<file path="src/rtl/stat_cfg_pkg.sv">
package stat_cfg_pkg;

  typedef enum logic [1:0] {
    MODE_KERNEL = 2'b00,
    MODE_SUPER  = 2'b01,
    MODE_USER   = 2'b10,
    MODE_RSVD   = 2'b11
  } priv_mode_e;

  localparam int unsigned REG_W    = 32;
  localparam int unsigned IRQ_N    = 8;
  localparam int unsigned CU_N     = 4;

  localparam int unsigned IE_BIT   = 0;
  localparam int unsigned MODE_LSB = 3;
  localparam int unsigned IM_LSB   = 8;
  localparam int unsigned RE_BIT   = 25;
  localparam int unsigned RP_BIT   = 27;
  localparam int unsigned CU_LSB   = 28;
  localparam int unsigned EXT_BIT  = CU_LSB + CU_N - 1;

  localparam logic [REG_W-1:0] WR_MASK =
      (REG_W'({CU_N{1'b1}})  << CU_LSB)
    | (REG_W'(1)             << RE_BIT)
    | (REG_W'({IRQ_N{1'b1}}) << IM_LSB)
    | (REG_W'(2'b11)         << MODE_LSB)
    | (REG_W'(1)             << IE_BIT);

endpackage

</file>
<file path="src/rtl/stat_store.sv">
module stat_store
  import stat_cfg_pkg::*;
(
  input  logic             clk,
  input  logic             rst_n,
  input  logic             wr_en,
  input  logic [REG_W-1:0] wr_data,
  output logic [REG_W-1:0] stat_q
);

  logic [REG_W-1:0] stat_d;

  // Only implemented fields take write data; reserved bits stay zero.
  always_comb begin
    stat_d = wr_data & WR_MASK;
  end

  always_ff @(posedge clk or negedge rst_n) begin
    if (!rst_n) begin
      stat_q <= '0;
    end else if (wr_en) begin
      stat_q <= stat_d;
    end
  end

endmodule

</file>
<file path="src/rtl/stat_base_endian.sv">
module stat_base_endian (
  input  logic clk,
  input  logic rst_n,
  input  logic pin_be,
  output logic base_be
);

  logic captured_q;
  logic base_q;
  logic capture_en;

  always_comb begin
    capture_en = !captured_q;
    // Before the first capture edge the pin value passes through.
    base_be    = captured_q ? base_q : pin_be;
  end

  always_ff @(posedge clk or negedge rst_n) begin
    if (!rst_n) begin
      captured_q <= 1'b0;
      base_q     <= 1'b0;
    end else if (capture_en) begin
      captured_q <= 1'b1;
      base_q     <= pin_be;
    end
  end

endmodule

</file>
<file path="src/rtl/stat_mode_decode.sv">
module stat_mode_decode
  import stat_cfg_pkg::*;
(
  input  logic [1:0]      mode_fld,
  input  logic [CU_N-1:0] cu_fld,
  input  logic            rev_endian,
  input  logic            base_be,
  output logic [1:0]      mode_o,
  output logic [CU_N-2:0] cp_usable_o,
  output logic            ext_isa_o,
  output logic            big_endian_o
);

  priv_mode_e mode_eff;
  logic       is_kernel;
  logic       is_user;

  always_comb begin
    unique case (priv_mode_e'(mode_fld))
      MODE_KERNEL: mode_eff = MODE_KERNEL;
      MODE_SUPER:  mode_eff = MODE_SUPER;
      default:     mode_eff = MODE_USER;
    endcase
    is_kernel    = (mode_eff == MODE_KERNEL);
    is_user      = (mode_eff == MODE_USER);
    mode_o       = mode_eff;
    ext_isa_o    = !is_user || cu_fld[CU_N-1];
    big_endian_o = base_be ^ (is_user && rev_endian);
  end

  for (genvar gi = 0; gi < CU_N - 1; gi++) begin : g_cu
    if (gi == 0) begin : g_sys
      assign cp_usable_o[gi] = cu_fld[gi] | is_kernel;
    end else begin : g_plain
      assign cp_usable_o[gi] = cu_fld[gi];
    end
  end

endmodule

</file>
<file path="src/rtl/stat_irq_gate.sv">
module stat_irq_gate #(
  parameter int unsigned LINES = 8
) (
  input  logic [LINES-1:0] mask,
  input  logic [LINES-1:0] pend,
  input  logic             gie,
  output logic             req
);

  logic [LINES-1:0] hit;

  for (genvar gi = 0; gi < LINES; gi++) begin : g_line
    assign hit[gi] = mask[gi] & pend[gi];
  end

  always_comb begin
    req = gie & (|hit);
  end

endmodule

</file>
<file path="src/rtl/sysctl_status_reg.sv">
module sysctl_status_reg
  import stat_cfg_pkg::*;
(
  input  logic             clk,
  input  logic             rst_n,
  input  logic             wr_en_i,
  input  logic [REG_W-1:0] wr_data_i,
  output logic [REG_W-1:0] rd_data_o,
  input  logic             base_big_endian_i,
  input  logic [IRQ_N-1:0] irq_pend_i,
  output logic [1:0]       mode_o,
  output logic [CU_N-2:0]  cp_usable_o,
  output logic             ext_isa_o,
  output logic             big_endian_o,
  output logic             irq_req_o
);

  logic [REG_W-1:0] stat_q;
  logic             base_be;

  stat_store u_store (
    .clk     (clk),
    .rst_n   (rst_n),
    .wr_en   (wr_en_i),
    .wr_data (wr_data_i),
    .stat_q  (stat_q)
  );

  stat_base_endian u_base (
    .clk     (clk),
    .rst_n   (rst_n),
    .pin_be  (base_big_endian_i),
    .base_be (base_be)
  );

  stat_mode_decode u_dec (
    .mode_fld     (stat_q[MODE_LSB +: 2]),
    .cu_fld       (stat_q[CU_LSB +: CU_N]),
    .rev_endian   (stat_q[RE_BIT]),
    .base_be      (base_be),
    .mode_o       (mode_o),
    .cp_usable_o  (cp_usable_o),
    .ext_isa_o    (ext_isa_o),
    .big_endian_o (big_endian_o)
  );

  stat_irq_gate #(.LINES(IRQ_N)) u_irq (
    .mask (stat_q[IM_LSB +: IRQ_N]),
    .pend (irq_pend_i),
    .gie  (stat_q[IE_BIT]),
    .req  (irq_req_o)
  );

  assign rd_data_o = stat_q;

endmodule

</file>
<file path="config.mk">
export PLATFORM = sky130hd
export DESIGN_NAME = sysctl_status_reg
export DESIGN_NICKNAME = d
export VERILOG_FILES = /design/src/rtl/stat_cfg_pkg.sv /design/src/rtl/stat_store.sv /design/src/rtl/stat_base_endian.sv /design/src/rtl/stat_mode_decode.sv /design/src/rtl/stat_irq_gate.sv /design/src/rtl/sysctl_status_reg.sv
export SDC_FILE = /design/constraint.sdc
export NUM_CORES = 1
export LEC_CHECK = 0
export ABC_AREA = 1
export BUFFER_PORTS_ARGS = -buffer_cell sky130_fd_sc_hd__clkbuf_2
export CAP_MARGIN = 15
export CORE_ASPECT_RATIO = 2
export CORE_MARGIN = 2
export CORE_UTILIZATION = 33
export DETAILED_ROUTE_END_ITERATION = 16
export PLACE_DENSITY = 0.83
export RECOVER_POWER = 50
export SETUP_SLACK_MARGIN = 0.5
export SLEW_MARGIN = 10
export SYNTH_ARGS = -nofsm -noshare
export SYNTH_HDL_FRONTEND = slang
export SYNTH_SLANG_ARGS = --single-unit
</file>
<file path="constraint.sdc">
create_clock -name clk -period 0.8 [get_ports clk]
set_input_delay 0.12 -clock clk [delete_from_list [all_inputs] [get_ports clk]]
set_output_delay 0.12 -clock clk [all_outputs]
set_load 0.01 [all_outputs]
</file>
Word level (Yosys, flattened, before mapping)
Cells that the tools add are included.
{ "op_classes": {"n_eq_ne": 2, "mux": 2, "n_bitwise": 11, "reduce_logical": 6} }
{ "ops": {"columns": ["op", "count"], "rows": [
  ["AND 1 bit", 9],
  ["OR reduction 8 bit", 1],
  ["zero test 2 bit", 2],
  ["case mux 2 bit (2 select lines)", 1],
  ["== test 2 x 1 -> 1 bit (second input constant)", 1],
  ["== test 2 bit (second input constant)", 1],
  ["logical AND 1 bit", 1],
  ["zero test 1 bit", 1],
  ["logical OR 1 bit", 1],
  ["two-way mux 1 bit", 1],
  ["OR 1 bit", 1],
  ["bitwise XOR 1 bit", 1]
]} }
{ "totals": {"reg_bits": 18, "in_bits": 44, "word_cells": 24} }

Longest topological paths before layout
{ "depth": {"word_depth": 5, "ltp_mapped": 4} }

Cells and area by module
Synthesis repeated with hierarchy kept, for this count alone.
{ "hier_totals": {"cells_unflattened": 121, "hier_area_um2": 959.7} }
{ "by_module_without_submodules": {"columns": ["mod", "instances", "cells_each", "area_per_inst_um2", "seq_area_each_um2"], "rows": [
  ["stat_store", 1, 85, 768.2, 400.4],
  ["stat_base_endian", 1, 7, 68.8, 50.0],
  ["stat_irq_gate", 1, 16, 61.3, 0.0],
  ["stat_mode_decode", 1, 13, 61.3, 0.0]
]} }

Worst setup path before layout
Ideal clock, no wire load.
{ "synth_timing": {"path_kind": "reg-to-output", "from": "reg u_store.stat_q[4]", "to": "out big_endian_o", "t_arrival_ns": 0.783, "required_ns": 0.680, "slack_ns": -0.103, "path_stages_with_launch": 3, "n_path_buf": 0, "cell_sequence": "dfrtp_1 > nand2_1 > xnor2_1"} }
{ "synth_via": {"elab_chain_cells": 5, "word_cells_on_any_way": 6, "cone_classes": "eq/ne (2); mux (1); bitwise (1); reduce/logical (2)"} }
{ "synth_rtl": {"columns": ["element", "line", "text"], "rows": [
  ["start: declaration", "stat_store.sv:8", "output logic [REG_W-1:0] stat_q"],
  ["start signal: assignment", "stat_store.sv:22", "stat_q <= stat_d;"],
  ["== test 2 x 1 -> 1 bit / zero test 2 bit (equally long branches)", "stat_mode_decode.sv:19", "unique case (priv_mode_e'(mode_fld))"],
  ["case mux 2 bit (2 select lines) *", "stat_mode_decode.sv:19", null],
  ["== test 2 bit *", "stat_mode_decode.sv:25", "is_user = (mode_eff == MODE_USER);"],
  ["logical AND 1 bit *", "stat_mode_decode.sv:28", "big_endian_o = base_be ^ (is_user && rev_endian);"],
  ["bitwise XOR 1 bit *", "stat_mode_decode.sv:28", null],
  ["end: declaration", "sysctl_status_reg.sv:14", "output logic big_endian_o,"]
]} }
Every way passes the cells marked *; elsewhere a longest branch is shown, timed or not.

Final worst setup path
{ "layout_timing": {"from": "reg u_store.stat_q[11]", "to": "out irq_req_o"} }
{ "layout_via": {"elab_chain_cells": 3} }
{ "layout_rtl": {"columns": ["element", "line", "text"], "rows": [
  ["AND 1 bit", "stat_irq_gate.sv:13", "assign hit[gi] = mask[gi] & pend[gi];"],
  ["OR reduction 8 bit", "stat_irq_gate.sv:17", "req = gie & (|hit);"],
  ["AND 1 bit", "stat_irq_gate.sv:17", null],
  ["end: declaration", "sysctl_status_reg.sv:15", "output logic irq_req_o"]
]} }
Every way passes these cells.

==> flow_metrics.env <==
export IMPL_cts_sinks=18
export IMPL_grt_max_degree=19
export IMPL_violations="negative hold slack, negative setup slack"
export IMPL_critPathMaxStageDelay_ns=0.39
export IMPL_crit_cells=5
export IMPL_yosysMostFrequentCell="buf_4"
export IMPL_holdWs_ns=-0.00706
export IMPL_grt_pass1_wl_mm=3.03
export IMPL_hp_class="input pin to async pin"
export IMPL_io_pins=84
export IMPL_clk_latency_ns=0.25
export IMPL_startpoint="u_store.stat_q[11]"
export IMPL_syn_area_per_cell_um2=10.7
export IMPL_synth_area_um2=963
export IMPL_fmax_mhz=822
export IMPL_post_route_period_util_pct=152
export IMPL_place_port_buffers=51
export IMPL_antenna_found_initial=0
export IMPL_yosysUniqueCellTypes=13
export IMPL_gp_congestion=0.645
export IMPL_critPathKind="flip-flop to primary output"
export IMPL_final_area_um2=1470
export IMPL_clk_path_buf_depth=2
export IMPL_setup_viol=34
export IMPL_cp_slowest_cell="dfrtp_1"
export IMPL_die_area_um2=3390
export IMPL_vias=798
export IMPL_syn_inst=90
export IMPL_synth_edf_count=0
export IMPL_syn_to_final_growth_pct=52.2
export IMPL_yosys_register_bits=18
export IMPL_grt_usage_pct=12.0
export IMPL_clock_skew_ns=0.0000917
export IMPL_die_h_um=80.4
export IMPL_core_region_area_um2=2770
export IMPL_grt_pass1_vias=737
export IMPL_fill_cells=266
export IMPL_power_mw=2.58
export IMPL_die_x_um=42.2
export IMPL_synth_ff_type="dfrtp_1"
export IMPL_ys_top_cells_by_area="dfrtp_1, mux2_4, buf_4"
export IMPL_maxCapViolCount=0
export IMPL_leakagePower_nw=0.826
export IMPL_drc=0
export IMPL_place_hpwl_mm=1.58
export IMPL_nets=201
export IMPL_critPathTopFamily="flip-flops"
export IMPL_synth_common_cells="buf_4, nand2_1, dfrtp_1"
export IMPL_diodes=0
export IMPL_rows=27
export IMPL_dp_cells=174
export IMPL_grt_ovfl_total=0
export IMPL_drt_total_wl_mm=2.14
export IMPL_numCtsBuffers=3
export IMPL_hold_viol=18
export IMPL_period_needed_ns=1.22
export IMPL_path_buf_inv=1
export IMPL_synth_area_leader_cell="dfrtp_1"
export IMPL_ant_nets=0
export IMPL_max_vdd_ir_drop_uv=1080
export IMPL_drtIter0Drc=4
export IMPL_first_pass_iters=2
export IMPL_post_place_ws_ns=-0.141
export IMPL_r2r_cells=3
export IMPL_seq_area_frac_synth_pct=46.8
export IMPL_crit_path_frequent_cell="nand2_1"
export IMPL_clockRootBuffer="clkbuf_8"
export IMPL_async_reset_ff_share_pct=100
export IMPL_via_per_inst=4.31
export IMPL_endpoint_kind="primary output"
export IMPL_drive_gt1_share_pct=64.1
export IMPL_r2r_start="u_store.stat_q[8]"
export IMPL_path_clk_slew_ns=0.06
export IMPL_timing_slew_headroom_pct=36.7
export IMPL_r2r_slack_ns=-0.20
export IMPL_crit_fanout=2
export IMPL_placed_cell_area_um2=1250
export IMPL_htreeDepth=1
export IMPL_required_ns=0.68
export IMPL_tightest_slew_ns=0.950
export IMPL_wire_per_inst_um=11.6
export IMPL_register_area_um2=452
export IMPL_setup_slack_ns=-0.417
export IMPL_critPathLaunchType="flip-flop"
export IMPL_cts_tree="done"
export IMPL_arrival_ns=1.10
export IMPL_power_density_nw_per_um2=1760
export IMPL_synth_top_cell_area_share_pct=46.8
export IMPL_synth_warning_count=0
export IMPL_start_util_pct=34.8
export IMPL_slew_violations=0
export IMPL_final_cell_count_no_fill=185
export IMPL_rsz0062_at_grt="true"
export IMPL_path_cells="nand2_1, nand2_1, nor2_2, a21oi_2, clkbuf_2"
export IMPL_outcome="finished, violations left"
export IMPL_multiInputGateArea_um2=407
[power breakdown]
group / switching (mW) / internal [mW] / total, mW
Sequential: 0.0692 / 0.998 / 1.07
Clock: 0.286 / 0.437 / 0.723
Combinational: 0.333 / 0.455 / 0.788
Total: 0.689 / 1.89 / 2.58
[kinds of logic after synthesis]
family	after synthesis	share of synthesized area (%)
mux	12	18.7
simple gates	22	8.57
buf+inv	28	20.3
xor+xnor	1	0.909
other cells	2	0.780
flops	18	46.8
compound gates	7	4.03
[worst paths after layout]
path                                 endpoint
max                                 irq_req_o
min                        u_store.stat_q[13]
max reg2reg                 u_store.stat_q[8]
min reg2reg                u_store.stat_q[31]
max in group asynchronous   u_store.stat_q[4]
min in group clk            u_store.stat_q[3]
[flip-flops by register name, indices dropped and copies added (netlist names)]
register / cells
u_base.base_q: 1
u_store.stat_q: 16
u_base.captured_q: 1
[cell type report]
| class | count | share of cell area [%] |
|---|---|---|
| multi-input combinational | 59 | 27.7 |
| tap | 29 | 2.47 |
| inverter | 5 | 1.28 |
| sequential | 18 | 30.8 |
| timing repair buffer | 70 | 34.0 |
| clock buffer | 4 | 3.75 |
[cell usage in the layout, fill, tap and decap left out, drive strengths merged]
master / count
mux2: 12
nor2: 3
conb: 17
dfrtp: 18
nand2: 19
buf: 29
xnor2: 1
clkbuf: 45
a21oi: 1
o21ai: 6
inv: 5
[layer usage]
layer	GRT usage (%)	share of wire, %	up-vias
li1	-	-	376
met1	11.5	33	369
met2	22.8	57	49
met3	2.47	8.0	4
met4	6.56	1.9	0
met5	0	0	-
[through the flow]
stage                     utilization, %  TNS [ns]
after floorplan                        -   -0.0948
after global placement              45.1    -0.829
after detailed placement            45.1    -0.917
after CTS                           49.1     -5.45
after global routing                52.9     -7.23
final                               52.9     -6.07
[timing repair]
item | 4_1_cts | 5_1_grt
buffers inserted | 2 | 5
endpoints found under the hold margin | 18 | 18
gates resized for setup | 12 | 27
pin swaps | 4 | 2
setup endpoints to repair | 41 | 41
(Power assumes the default switching activity.)
